==> src/rtl/wdio_pkg.sv <==
package wdio_pkg;
    typedef enum logic [1:0] {
        LM_INPUT  = 2'd0,
        LM_STATIC = 2'd1,
        LM_WAVE   = 2'd2,
        LM_SPARE  = 2'd3
    } line_mode_e;

    localparam logic [1:0] ADDR_MODE = 2'd0;
    localparam logic [1:0] ADDR_DATA = 2'd1;
    localparam logic [1:0] ADDR_CTRL = 2'd2;
    localparam logic [1:0] ADDR_STAT = 2'd3;
endpackage

==> src/rtl/wdio_fifo.sv <==
module wdio_fifo #(
    parameter int W     = 8,
    parameter int DEPTH = 16
) (
    input  logic         clk,
    input  logic         rst_n,
    input  logic         push,
    input  logic [W-1:0] push_data,
    input  logic         pop,
    output logic [W-1:0] head,
    output logic         full,
    output logic         empty
);
    localparam int AW = (DEPTH > 1) ? $clog2(DEPTH) : 1;
    localparam int CW = $clog2(DEPTH + 1);

    typedef struct packed {
        logic [AW-1:0] wp;
        logic [AW-1:0] rp;
        logic [CW-1:0] cnt;
    } fifo_st_t;

    fifo_st_t st_d, st_q;
    logic [W-1:0] mem_q [DEPTH];
    logic push_ok, pop_ok;

    assign full    = (st_q.cnt == CW'(DEPTH));
    assign empty   = (st_q.cnt == '0);
    assign push_ok = push && !full;
    assign pop_ok  = pop && !empty;
    assign head    = mem_q[st_q.rp];

    always_comb begin
        st_d = st_q;
        if (push_ok)
            st_d.wp = (st_q.wp == AW'(DEPTH - 1)) ? '0 : st_q.wp + 1'b1;
        if (pop_ok)
            st_d.rp = (st_q.rp == AW'(DEPTH - 1)) ? '0 : st_q.rp + 1'b1;
        case ({push_ok, pop_ok})
            2'b10:   st_d.cnt = st_q.cnt + 1'b1;
            2'b01:   st_d.cnt = st_q.cnt - 1'b1;
            default: st_d.cnt = st_q.cnt;
        endcase
    end

    always_ff @(posedge clk) begin
        if (!rst_n) st_q <= '0;
        else        st_q <= st_d;
    end

    always_ff @(posedge clk) begin
        if (push_ok) mem_q[st_q.wp] <= push_data;
    end
endmodule

==> src/rtl/wdio_sclk_strobe.sv <==
module wdio_sclk_strobe #(
    parameter int NINT = 3,
    parameter int SYNC = 2,
    parameter int SELW = 2
) (
    input  logic            clk,
    input  logic            rst_n,
    input  logic            ext_sclk,
    input  logic [NINT-1:0] int_sclk,
    input  logic [SELW-1:0] sel,
    input  logic            fall_edge,
    output logic            strobe
);
    localparam int NSRC = NINT + 1;

    typedef struct packed {
        logic [SYNC-1:0] sync;
        logic            prev;
    } sync_st_t;

    sync_st_t st_d, st_q;
    logic [NSRC-1:0] srcs;
    logic raw, lvl;

    assign srcs = {int_sclk, ext_sclk};
    assign raw  = (int'(sel) < NSRC) ? srcs[sel] : 1'b0;
    assign lvl  = st_q.sync[SYNC-1];

    always_comb begin
        st_d      = st_q;
        st_d.sync = {st_q.sync[SYNC-2:0], raw};
        st_d.prev = lvl;
    end

    always_ff @(posedge clk) begin
        if (!rst_n) st_q <= '0;
        else        st_q <= st_d;
    end

    assign strobe = fall_edge ? (!lvl && st_q.prev) : (lvl && !st_q.prev);
endmodule

==> src/rtl/wavedio_port.sv <==
module wavedio_port #(
    parameter int NLINES      = 8,
    parameter int FIFO_DEPTH  = 16,
    parameter int NINT_SRC    = 3,
    parameter int SYNC_STAGES = 2,
    parameter int UPDN_LINE0  = 6,
    parameter int UPDN_LINE1  = 7
) (
    input  logic                  clk,
    input  logic                  rst_n,
    input  logic                  reg_wr,
    input  logic [1:0]            reg_addr,
    input  logic [2*NLINES-1:0]   reg_wdata,
    output logic [2*NLINES-1:0]   reg_rdata,
    input  logic                  fifo_wr,
    input  logic [NLINES-1:0]     fifo_wdata,
    output logic                  fifo_full,
    output logic                  fifo_empty,
    input  logic                  ext_sclk,
    input  logic [NINT_SRC-1:0]   int_sclk,
    input  logic [NLINES-1:0]     pin_in,
    output logic [NLINES-1:0]     pin_out,
    output logic [NLINES-1:0]     pin_oe,
    output logic [1:0]            cnt_updn,
    output logic                  underflow,
    output logic                  overflow
);
    import wdio_pkg::*;

    localparam int NSRC = NINT_SRC + 1;
    localparam int SELW = (NSRC > 2) ? $clog2(NSRC) : 1;
    localparam int RW   = 2 * NLINES;

    typedef struct packed {
        logic [RW-1:0]     mode;
        logic [NLINES-1:0] sdata;
        logic [NLINES-1:0] wave;
        logic [SELW-1:0]   sel;
        logic              fall;
        logic              unf;
        logic              ovf;
    } port_st_t;

    port_st_t st_d, st_q;
    logic pop_stb;
    logic [NLINES-1:0] fifo_head;

    wdio_sclk_strobe #(
        .NINT (NINT_SRC),
        .SYNC (SYNC_STAGES),
        .SELW (SELW)
    ) u_strobe (
        .clk       (clk),
        .rst_n     (rst_n),
        .ext_sclk  (ext_sclk),
        .int_sclk  (int_sclk),
        .sel       (st_q.sel),
        .fall_edge (st_q.fall),
        .strobe    (pop_stb)
    );

    wdio_fifo #(
        .W     (NLINES),
        .DEPTH (FIFO_DEPTH)
    ) u_fifo (
        .clk       (clk),
        .rst_n     (rst_n),
        .push      (fifo_wr),
        .push_data (fifo_wdata),
        .pop       (pop_stb),
        .head      (fifo_head),
        .full      (fifo_full),
        .empty     (fifo_empty)
    );

    always_comb begin
        st_d = st_q;
        if (reg_wr) begin
            case (reg_addr)
                ADDR_MODE: st_d.mode  = reg_wdata;
                ADDR_DATA: st_d.sdata = reg_wdata[NLINES-1:0];
                ADDR_CTRL: begin
                    st_d.sel  = reg_wdata[SELW-1:0];
                    st_d.fall = reg_wdata[SELW];
                end
                default: begin
                    if (reg_wdata[0]) st_d.unf = 1'b0;
                    if (reg_wdata[1]) st_d.ovf = 1'b0;
                end
            endcase
        end
        if (pop_stb) begin
            if (fifo_empty) st_d.unf  = 1'b1;
            else            st_d.wave = fifo_head;
        end
        if (fifo_wr && fifo_full) st_d.ovf = 1'b1;
    end

    always_ff @(posedge clk) begin
        if (!rst_n) st_q <= '0;
        else        st_q <= st_d;
    end

    always_comb begin
        reg_rdata = '0;
        case (reg_addr)
            ADDR_MODE: reg_rdata = st_q.mode;
            ADDR_DATA: reg_rdata = RW'(pin_in);
            ADDR_CTRL: reg_rdata = RW'({st_q.fall, st_q.sel});
            default:   reg_rdata = RW'({st_q.ovf, st_q.unf, fifo_full, fifo_empty});
        endcase
    end

    for (genvar i = 0; i < NLINES; i++) begin : g_line
        line_mode_e lm;
        assign lm         = line_mode_e'(st_q.mode[2*i +: 2]);
        assign pin_oe[i]  = (lm == LM_STATIC) || (lm == LM_WAVE);
        assign pin_out[i] = (lm == LM_WAVE)   ? st_q.wave[i]  :
                            (lm == LM_STATIC) ? st_q.sdata[i] : 1'b0;
    end

    assign cnt_updn  = {pin_in[UPDN_LINE1], pin_in[UPDN_LINE0]};
    assign underflow = st_q.unf;
    assign overflow  = st_q.ovf;
endmodule

==> config.mk <==
export PLATFORM = sky130hd
export DESIGN_NAME = wavedio_port
export DESIGN_NICKNAME = d
export VERILOG_FILES = /design/src/rtl/wdio_pkg.sv /design/src/rtl/wdio_fifo.sv /design/src/rtl/wdio_sclk_strobe.sv /design/src/rtl/wavedio_port.sv
export SDC_FILE = /design/constraint.sdc
export NUM_CORES = 1
export LEC_CHECK = 0
export BUFFER_PORTS_ARGS = -buffer_cell sky130_fd_sc_hd__buf_2
export CAP_MARGIN = 20
export CORE_ASPECT_RATIO = 0.8
export CORE_MARGIN = 2
export CORE_UTILIZATION = 59
export CTS_CLUSTER_DIAMETER = 80
export DETAILED_ROUTE_END_ITERATION = 7
export HOLD_SLACK_MARGIN = 0.03
export PLACE_DENSITY = 0.8
export SYNTH_ARGS = -nofsm -noshare
export SYNTH_HDL_FRONTEND = slang
export SYNTH_HIERARCHICAL = 1
export SYNTH_SLANG_ARGS = --single-unit
==> constraint.sdc <==
create_clock -name clk -period 3.4 [get_ports clk]
set_clock_uncertainty 0.1 [all_clocks]
set_input_delay 0.51 -clock clk [delete_from_list [all_inputs] [get_ports clk]]
set_output_delay 0.51 -clock clk [all_outputs]
set_load 0.01 [all_outputs]
Word level (Yosys, flattened, before mapping)
Memories as Yosys holds them, arrays and structs flattened. A register that Yosys moved wholly into a read port is not among the register bits. Cells that the tools add are included.

Register bits after elaboration: 45. Latch bits: 0. Memory bits (writable): 128. Memory bits (read-only): 0. Input port bits: 42. Output and inout port bits: 38. Word-level logic and storage cells: 103. Memories: 1.

Memory list: u_fifo.mem_q (depth 16, bits a word 8, read ports 1, clocked after memory_dff 1, wr ports 1, line wdio_fifo.sv:24) `logic [W-1:0] mem_q [DEPTH];`.

Add/subtract/negate cells: 4. $mul: 0. Div/mod/pow operators: 0. Magnitude comparators: 1. Equality and inequality tests: 24. Shift operators: 0. Mux-type cells: 32. Bitwise gates (word level): 1. Reduce and logical (&&, ||, !) cells: 29.

Operator list (count): 16-bit case mux with 3 select lines (1); 1-bit two-way mux (25); 2-bit by 1-bit == test with 1-bit output, second input constant (10); 2-bit == test, second input constant (10); 5-bit case mux with 2 select lines (1); 4-bit by 1-bit adder with 4-bit output, second input constant (2); 4-bit == test, second input constant (2); 1-bit logical OR (8); 4-bit two-way mux (2); 2-bit AND reduction (4); 2-bit nonzero test (3); 5-bit by 1-bit adder with 5-bit output, second input constant (1); 5-bit == test, second input constant (1); 1-bit logical AND (5); 1-bit zero test (5); 5-bit zero test (1); 5-bit by 1-bit subtractor with 5-bit output, second input constant (1); 2-bit two-way mux (2); 2-bit by 3-bit less-than comparator with 1-bit output, second input constant (1); 3-bit AND reduction (1); 3-bit OR reduction (1); 1-bit binary-select mux with 2-bit select (1); 2-bit zero test (1); 2-bit by 1-bit != test with 1-bit output, second input constant (1); 1-bit NOT (1).

Depth between registers and ports, before layout
Gate-level depths: netlist (run 1).

Depth in word-level cells: 6. Mapped depth: 13. Mapped depth without buffers: 11.

By module
Netlist (run 1), hierarchy kept.

By module, submodules not included: wdio_fifo (times used 1, cells an instance 294, area an instance 5829.3 um2); wavedio_port (times used 1, cells an instance 245, area an instance 1975.6 um2); wdio_sclk_strobe (times used 1, cells an instance 10, area an instance 117.6 um2).

Worst setup path before layout (run 1)
No wires, ideal clock.

Kind: register to register. From: reg u_fifo/st_q[1] (netlist name). To: reg u_fifo/st_q[2] (netlist name). Arrival: 2.661 ns. Slack: 0.567 ns. Stages on the path, launching flop included: 14. Buffers on the path: 3. Clock period less this slack: 2.833 ns. Path through: dfxtp_1 buf_6 or4_4 buf_6 o21ai_2 inv_1 ha_1 clkbuf_1 xor2_1 ha_1 a21oi_1 xor2_1 or3_1 a21oi_1.

Longest elaborated chain between the ends: 5. Elaborated cells on any way between the ends: 12.

RTL lines: start, declared (line wdio_fifo.sv:23) `fifo_st_t st_d, st_q;`; start signal, assigned (line wdio_fifo.sv:48) `else st_q <= st_d;`; 5-bit == test or 5-bit zero test (tied branches) (line wdio_fifo.sv:27, wdio_fifo.sv:28); 1-bit zero test, on equally long branches (line wdio_fifo.sv:29, wdio_fifo.sv:30); 1-bit logical AND, on equally long branches (line wdio_fifo.sv:29, wdio_fifo.sv:30); 2-bit by 1-bit == test with 1-bit output or 2-bit == test (tied branches) (line wdio_fifo.sv:39) `case ({push_ok, pop_ok})`; 5-bit case mux with 2 select lines or 2-bit nonzero test (tied branches).

Parallel ways exist; a longest one is shown, timed or not. A chain may end at the register's enable or synchronous reset.

Worst setup path in the final report (run 1)
Same ends and word-level chain as after synthesis.

==> impl_results.md, run 1 <==
* Status: finished, final reports clean
* Slew HR at about a third
* Clk sink count at approximately 190
* Hpwl dp at about 11000 um
* Max Freq at 0.3301 GHz
* Worst path required time at approximately 3.6 ns
* Synth Register Bits at around 190
* Worst skew pair latency at 0.43 ns
* Number of gates resized after CTS at 0
* Final setup fails at 0
* Sw Ratio at 21.65%
* Minimum clock period at slightly above 3 ns
* Layout cells sized above 1 at around a quarter
* Mapped Nets at 615
* CTS buffer count at 17
* CP startpoint: u_fifo/st_q[1]
* Synth Cell Area at between 7000 and 8000 um2
* Final #Nets at about 690
* First-pass GRT wire length at 26480 um
* Synth async-reset ratio at 0%
* Syn_area_per_cell at between 10 and 15 um2
* Synth warnings at 6
* Vias in the first global route at 4695
* Psw at approximately 1.0 mW
* CTS tree: yes
* CP startpoint kind: flop
* Wire length per cell at around 21 um
* CP max FO at 8
* I/O pins at 80
* WP data arrival at about 3.3 ns
* Ant diodes at 0
* Min-Delay Path Class: in2reg
* Post-CTS setup buffers at 0
* Routed Antenna Nets at 0
* Final cell count without fillers at approximately 810
* Overflow after GRT at 0
* Top FF cell, synth: edfxtp_1
* Via Count at approximately 4800
* Gate Count Post-Synth at around 550
* I/O Buffers at slightly below 80
* Clock power share at 41.4%
* R2r setup slk at around 0.37 ns
* Largest net degree at the start of global routing at 60
* Total number of H-tree levels at 4
* Clock transition at path regs at roughly 0.070 ns
* Initial antenna violation count at 0
* MaxCap Viol Count at 0
* Number of placement rows at 37
* Total Routing Usage GR at 25.09%
* DRT Wirelength at about 17000 um
* Hold Vio Cnt, Final at 0
* Drc violations at 0
* CP Capture Type: flop
* CTS root buf: clkbuf_16
* Layout Area Growth over Synthesis at 14.04%
* R2R cell count at 10
* Iter 0 DRT Violations at roughly 390
* Via density per instance at approximately 6
* Worst R2R End: u_fifo/st_q[2]
* CORE AREA at between 10000 and 15000 um2
* Placed insts at between 700 and 800
* RSZ-0062 raised after global routing: no
* Worst setup path end: u_fifo/st_q[2]
* Worst-margin pin slew at 1.013 ns
* Slew Limit Fails at 0
* Sequential element share of the synthesized area at between 60% and 70%
* CP Class: reg2reg
* IR drop worst, VDD at 0.0004398 V
* Die W at 133.6 um
* PD cells at about 530 nW/um2
* GPL Wtd Cong at between 0.8 and 0.9
* Setup TNS at 0 ns
* Number of synthesized flops with an enable pin at 128
* RR Startpoint: u_fifo/st_q[1]
* DIE HEIGHT at about 110 um
* Internal power at about 3.7 mW
* Post-route clock period utilization at between 80 and 90%
* Combinational power share at between 6 and 7%
* Starting Density at about 61%
* Reg power frac at 52.1%
* Leakage power at 3.211 nW
* Cts hold-fix bufs at 0
* 1st-pass router iterations at 4
* Clk buf depth at 2
* Synth unique cells at between 40 and 50
* Die area at ~14000 um2
==> area by class of cell <==
type	count	area [um2]
fill	886	3928
clock buffer	20	436.7
clock inverter	11	148.9
multi-input combinational	300	2656
tap	175	219.0
timing repair buffer	88	475.5
inverter	30	112.6
sequential	185	4986
==> metal layers <==
layer	track usage (%)	vias to the layer above	share of wire [%]
li1	-	2197	-
met4	6.307	0	0.93
met1	35.21	2461	43
met5	0	-	0
met3	4.049	17	6.3
met2	41.75	170	50
==> through the flow <==
step / hold slack, ns / area, um2 / power [mW] / util, % / setup WS (ns)
final: 0.2083 / 9035 / 4.770 / 69.70 / 0.3706
after global routing: 0.2357 / 9035 / 4.900 / 69.70 / 0.1962
after CTS: 0.2021 / 9035 / 4.784 / 69.70 / 0.3955
after detailed placement: 0.3203 / 8449 / 2.838 / 65.18 / 0.4246
after global placement: 0.3264 / 8449 / 2.820 / 65.18 / 0.6170
after floorplan: 0.3118 / 7923 / 2.729 / - / 0.5667
==> power groups by stage <==
| stage | logic [mW] | clock network (mW) | registers, mW |
|---|---|---|---|
| global placement | 0.294 | 0 | 2.53 |
| detailed placement | 0.308 | 0 | 2.53 |
| finish | 0.310 | 1.98 | 2.48 |
| floorplan | 0.216 | 0 | 2.51 |
| global route | 0.342 | 2.07 | 2.49 |
| CTS | 0.311 | 1.99 | 2.48 |
==> logic make-up (layout without fill, tap and decap cells) <==
| logic type | after synthesis | after routing | share of synthesized area, % |
|---|---|---|---|
| xor+xnor | 5 | 5 | 0.5527 |
| buf+inv | 64 | 149 | 3.869 |
| fa+ha+maj | 24 | 24 | 3.790 |
| compound gates | 64 | 64 | 4.706 |
| mux | 62 | 62 | 14.78 |
| simple gates | 145 | 145 | 9.381 |
| flops | 185 | 185 | 62.92 |
==> cell usage after synthesis, drive strengths merged, types with 2 or more instances <==
cell | n | area share, %
nor4b | 5 | 0.55
nand3b | 3 | 0.28
nand2b | 2 | 0.16
nand4 | 2 | 0.16
a22oi | 2 | 0.19
nor3b | 2 | 0.25
ha | 24 | 3.8
mux4 | 44 | 13
edfxtp | 128 | 49
nor3 | 9 | 0.57
nor2b | 13 | 1.0
mux2i | 18 | 2.3
a21oi | 9 | 0.57
clkbuf | 10 | 0.49
nor2 | 13 | 0.62
buf | 24 | 2.0
nand3 | 29 | 1.8
inv | 29 | 1.4
dfxtp | 57 | 14
nand2 | 47 | 2.2
o211ai | 2 | 0.19
and2 | 15 | 1.2
o21ai | 43 | 2.9
xor2 | 4 | 0.44
a311o | 2 | 0.25
==> worst max-delay path, stage by stage (launching register included) <==
cell	delay (ns)
dfxtp_1	0.39
or4_4	0.60
o21ai_2	0.25
inv_1	0.10
ha_1	0.29
xor2_1	0.19
ha_1	0.23
a21oi_1	0.20
xor2_1	0.11
or3_1	0.34
a21oi_1	0.15
==> worst min-delay path by stage <==
stage,slack [ns],end,from,depth (start not counted)
6_report,0.21,g_line[4].lm[0],reg_wdata[8],3
5_1_grt,0.24,g_line[4].lm[1],reg_wdata[9],3
4_1_cts,0.20,g_line[4].lm[0],reg_wdata[8],3
3_5_place_dp,0.32,u_strobe/lvl,u_strobe/st_d[2],1
3_3_place_gp,0.33,u_strobe/lvl,u_strobe/st_d[2],1
2_1_floorplan,0.31,u_strobe/lvl,u_strobe/st_d[2],1
==> state kept, by name (all words and copies together), names as in the netlist, named ones only <==
name / cells
overflow: 1
u_strobe/lvl: 1
u_fifo/st_q: 13
st_q: 19
u_fifo/mem_q: 128
u_strobe/st_q: 1
underflow: 1
u_strobe/st_d: 1
g_line.lm: 16
==> placed cells by master, fill, tap and decap left out, drive strengths merged, types with 15 or more instances in the layout <==
master / instances
and2: 15
buf: 88
edfxtp: 128
ha: 24
o21ai: 43
clkbuf: 20
mux2i: 18
nand2: 47
dfxtp: 57
mux4: 44
inv: 30
nand3: 29
(Power assumes the default switching activity.)
==> run 2: changes to the inputs <==
--- a/config.mk
+++ b/config.mk
@@ -8,12 +8,12 @@
 export BUFFER_PORTS_ARGS = -buffer_cell sky130_fd_sc_hd__buf_2
 export CAP_MARGIN = 20
 export CORE_ASPECT_RATIO = 0.8
-export CORE_MARGIN = 2
-export CORE_UTILIZATION = 59
+export CORE_UTILIZATION = 61
+export CTS_BUF_LIST = sky130_fd_sc_hd__clkbuf_8
 export CTS_CLUSTER_DIAMETER = 80
 export DETAILED_ROUTE_END_ITERATION = 7
 export HOLD_SLACK_MARGIN = 0.03
-export PLACE_DENSITY = 0.8
+export PLACE_DENSITY = 0.82
 export SYNTH_ARGS = -nofsm -noshare
 export SYNTH_HDL_FRONTEND = slang
 export SYNTH_HIERARCHICAL = 1
==> run 2 against run 1 <==
- flip-flop and latch count is the same
- combinational power is essentially flat
- count of clock-buffer cells in the layout is the same
- total power shrank 6.6%
- routed wire length shrank 6.2%
- via count shrank 1.1%
- clock power shrank 16%
- global-route usage grew 0.091 points
- highest routed layer unchanged
- final cell count shrank 0.49%
- sequential share of layout area grew 1.0 points
==> impl_results.md, run 2 (same netlist as run 1, synthesis figures left out) <==
* Total number of H-tree levels at 4 (unchanged)
* Drc violations at 0 (unchanged)
* Wire length per cell at 19.87 um (was 21.08 um)
* Most common cell after layout, fill and taps aside: edfxtp_1 (unchanged)
* Iter 0 DRT Violations at 487 (was 387)
* Register area at 4986 um2 (unchanged)
* CTS tree: yes (unchanged)
* Largest net degree at the start of global routing at 56 (was 60)
* Worst skew pair latency at 0.46 ns (was 0.43 ns)
* GPL Wtd Cong at 0.8124 (was 0.8026)
* Slew Limit Fails at 0 (unchanged)
* Number of placement rows at 36 (was 37)
* Post-route cell area at 8872 um2 (was 9035 um2)
* Number of flip-flops in the largest register at 128 (unchanged)
* MaxCap Viol Count at 0 (unchanged)
* First-pass GRT wire length at 24410 um (was 26480 um)
* CP Class: reg2reg (unchanged)
* Total Routing Usage GR at 25.18% (was 25.09%)
* Via density per instance at 5.954 (was 5.989)
* Minimum clock period at 3.016 ns (was 3.029 ns)
* DIE HEIGHT at 103.9 um (was 107.6 um)
* Via Count at 4793 (was 4845)
* Layout cells sized above 1 at 26.34% (was 26.50%)
* Setup TNS at 0 ns (unchanged)
* CTS buffer count at 17 (unchanged)
* WP data arrival at 3.29 ns (was 3.27 ns)
* Final #Nets at 687 (was 688)
* CTS root buf: clkbuf_8 (was clkbuf_16)
* PD cells at 501.9 nW/um2 (was 528.0 nW/um2)
* Ant diodes at 0 (unchanged)
* Worst path required time at 3.67 ns (was 3.64 ns)
* Number of gates resized after CTS at 0 (unchanged)
* Hold Vio Cnt, Final at 0 (unchanged)
* Max Freq at 0.3316 GHz (was 0.3301 GHz)
* Initial antenna violation count at 0 (unchanged)
* Clock transition at path regs at 0.09 ns (was 0.07 ns)
* IR drop worst, VDD at 0.0003478 V (was 0.0004398 V)
* Status: finished, final reports clean (unchanged)
* 1st-pass router iterations at 5 (was 4)
* I/O pins at 80 (unchanged)
* Die area at 13450 um2 (was 14380 um2)
* Vias in the first global route at 4497 (was 4695)
* Starting Density at 63.73% (was 61.12%)
* CP Capture Type: flop (unchanged)
* Routed Antenna Nets at 0 (unchanged)
* Slew HR at 31.89% (was 32.30%)
* Clk buf depth at 2 (unchanged)
* Filler instances at 812 (was 886)
* RSZ-0062 raised after global routing: no (unchanged)
* Design Power at 4.453 mW (was 4.770 mW)
* Overflow after GRT at 0 (unchanged)
* Final setup fails at 0 (unchanged)
* CP max FO at 8 (unchanged)
* Post-route clock period utilization at 88.71% (was 89.10%)
* Layout Area Growth over Synthesis at 11.99% (was 14.04%)
* Leakage power at 3.147 nW (was 3.211 nW)
* Worst-margin pin slew at 1.020 ns (was 1.013 ns)
* Clk sink count at 185 (unchanged)
* CP startpoint kind: flop (unchanged)
* Post-CTS setup buffers at 0 (unchanged)
* Biggest register: u_fifo/mem_q (unchanged)
* Min-Delay Path Class: in2reg (unchanged)
* Placed inst area at 8399 um2 (was 8449 um2)
* Cts hold-fix bufs at 0 (unchanged)
* CORE AREA at 12430 um2 (was 12960 um2)
* Die W at 129.4 um (was 133.6 um)
* Hpwl dp at 10360 um (was 10690 um)
* I/O Buffers at 79 (unchanged)
* Multi-input gate area at 2631 um2 (was 2656 um2)
* DRT Wirelength at 16000 um (was 17060 um)
* Commonest cells after routing, fill and taps aside: edfxtp_1, buf_2, dfxtp_1, nand2_1, mux4_2 (unchanged)
[run 2: worst max-delay path, stage by stage, from the launching register on]
cell,delay [ns]
dfxtp_1,0.40
or4_4,0.60
o21ai_2,0.28
inv_1,0.12
ha_1,0.30
xor2_1,0.18
ha_1,0.22
a21oi_1,0.15
xor2_1,0.11
or3_1,0.32
a21oi_1,0.16
[run 2: final timing paths]
check | from | endpoint | slack (ns) | cells past startpoint
min reg2reg | u_strobe/st_d[2] | u_strobe/lvl | 0.35 | 1
min | reg_wdata[15] | g_line[7].lm[1] | 0.17 | 3
max reg2reg | u_fifo/st_q[1] | u_fifo/st_q[2] | 0.38 | 10
max | u_fifo/st_q[1] | u_fifo/st_q[2] | 0.38 | 10
[run 2: metrics by stage]
stage          hold WS (ns)  util, %  instances  setup WS (ns)
3_3_place_gp         0.3155    67.56        773         0.6253
5_1_grt              0.1533    71.37        805         0.2268
3_5_place_dp         0.3265    67.56        773         0.4357
4_1_cts              0.1508    71.37        805         0.4243
2_1_floorplan        0.3118        -        549         0.5667
6_report             0.1722    71.37        805         0.3839
[run 2: final cells by class]
class	count	share of cell area, %
Tap cell	171	2.412
Sequential cell	185	56.20
Clock buffer	20	3.103
Multi-Input combinational cell	300	29.66
Inverter	30	1.269
Clock inverter	12	2.228
Timing Repair Buffer	87	5.133
[run 2: per-layer routing]
metal,global-route usage [%],part of all wire [%]
met4,6.645,1.1
met1,35.30,42
met5,0,0
met2,39.21,49
met3,6.944,8.4
[run 2: power breakdown]
part           internal (mW)  switching [mW]
Clock                  0.931           0.742
Sequential              2.44          0.0293
Combinational          0.133           0.176
Total                   3.51           0.947
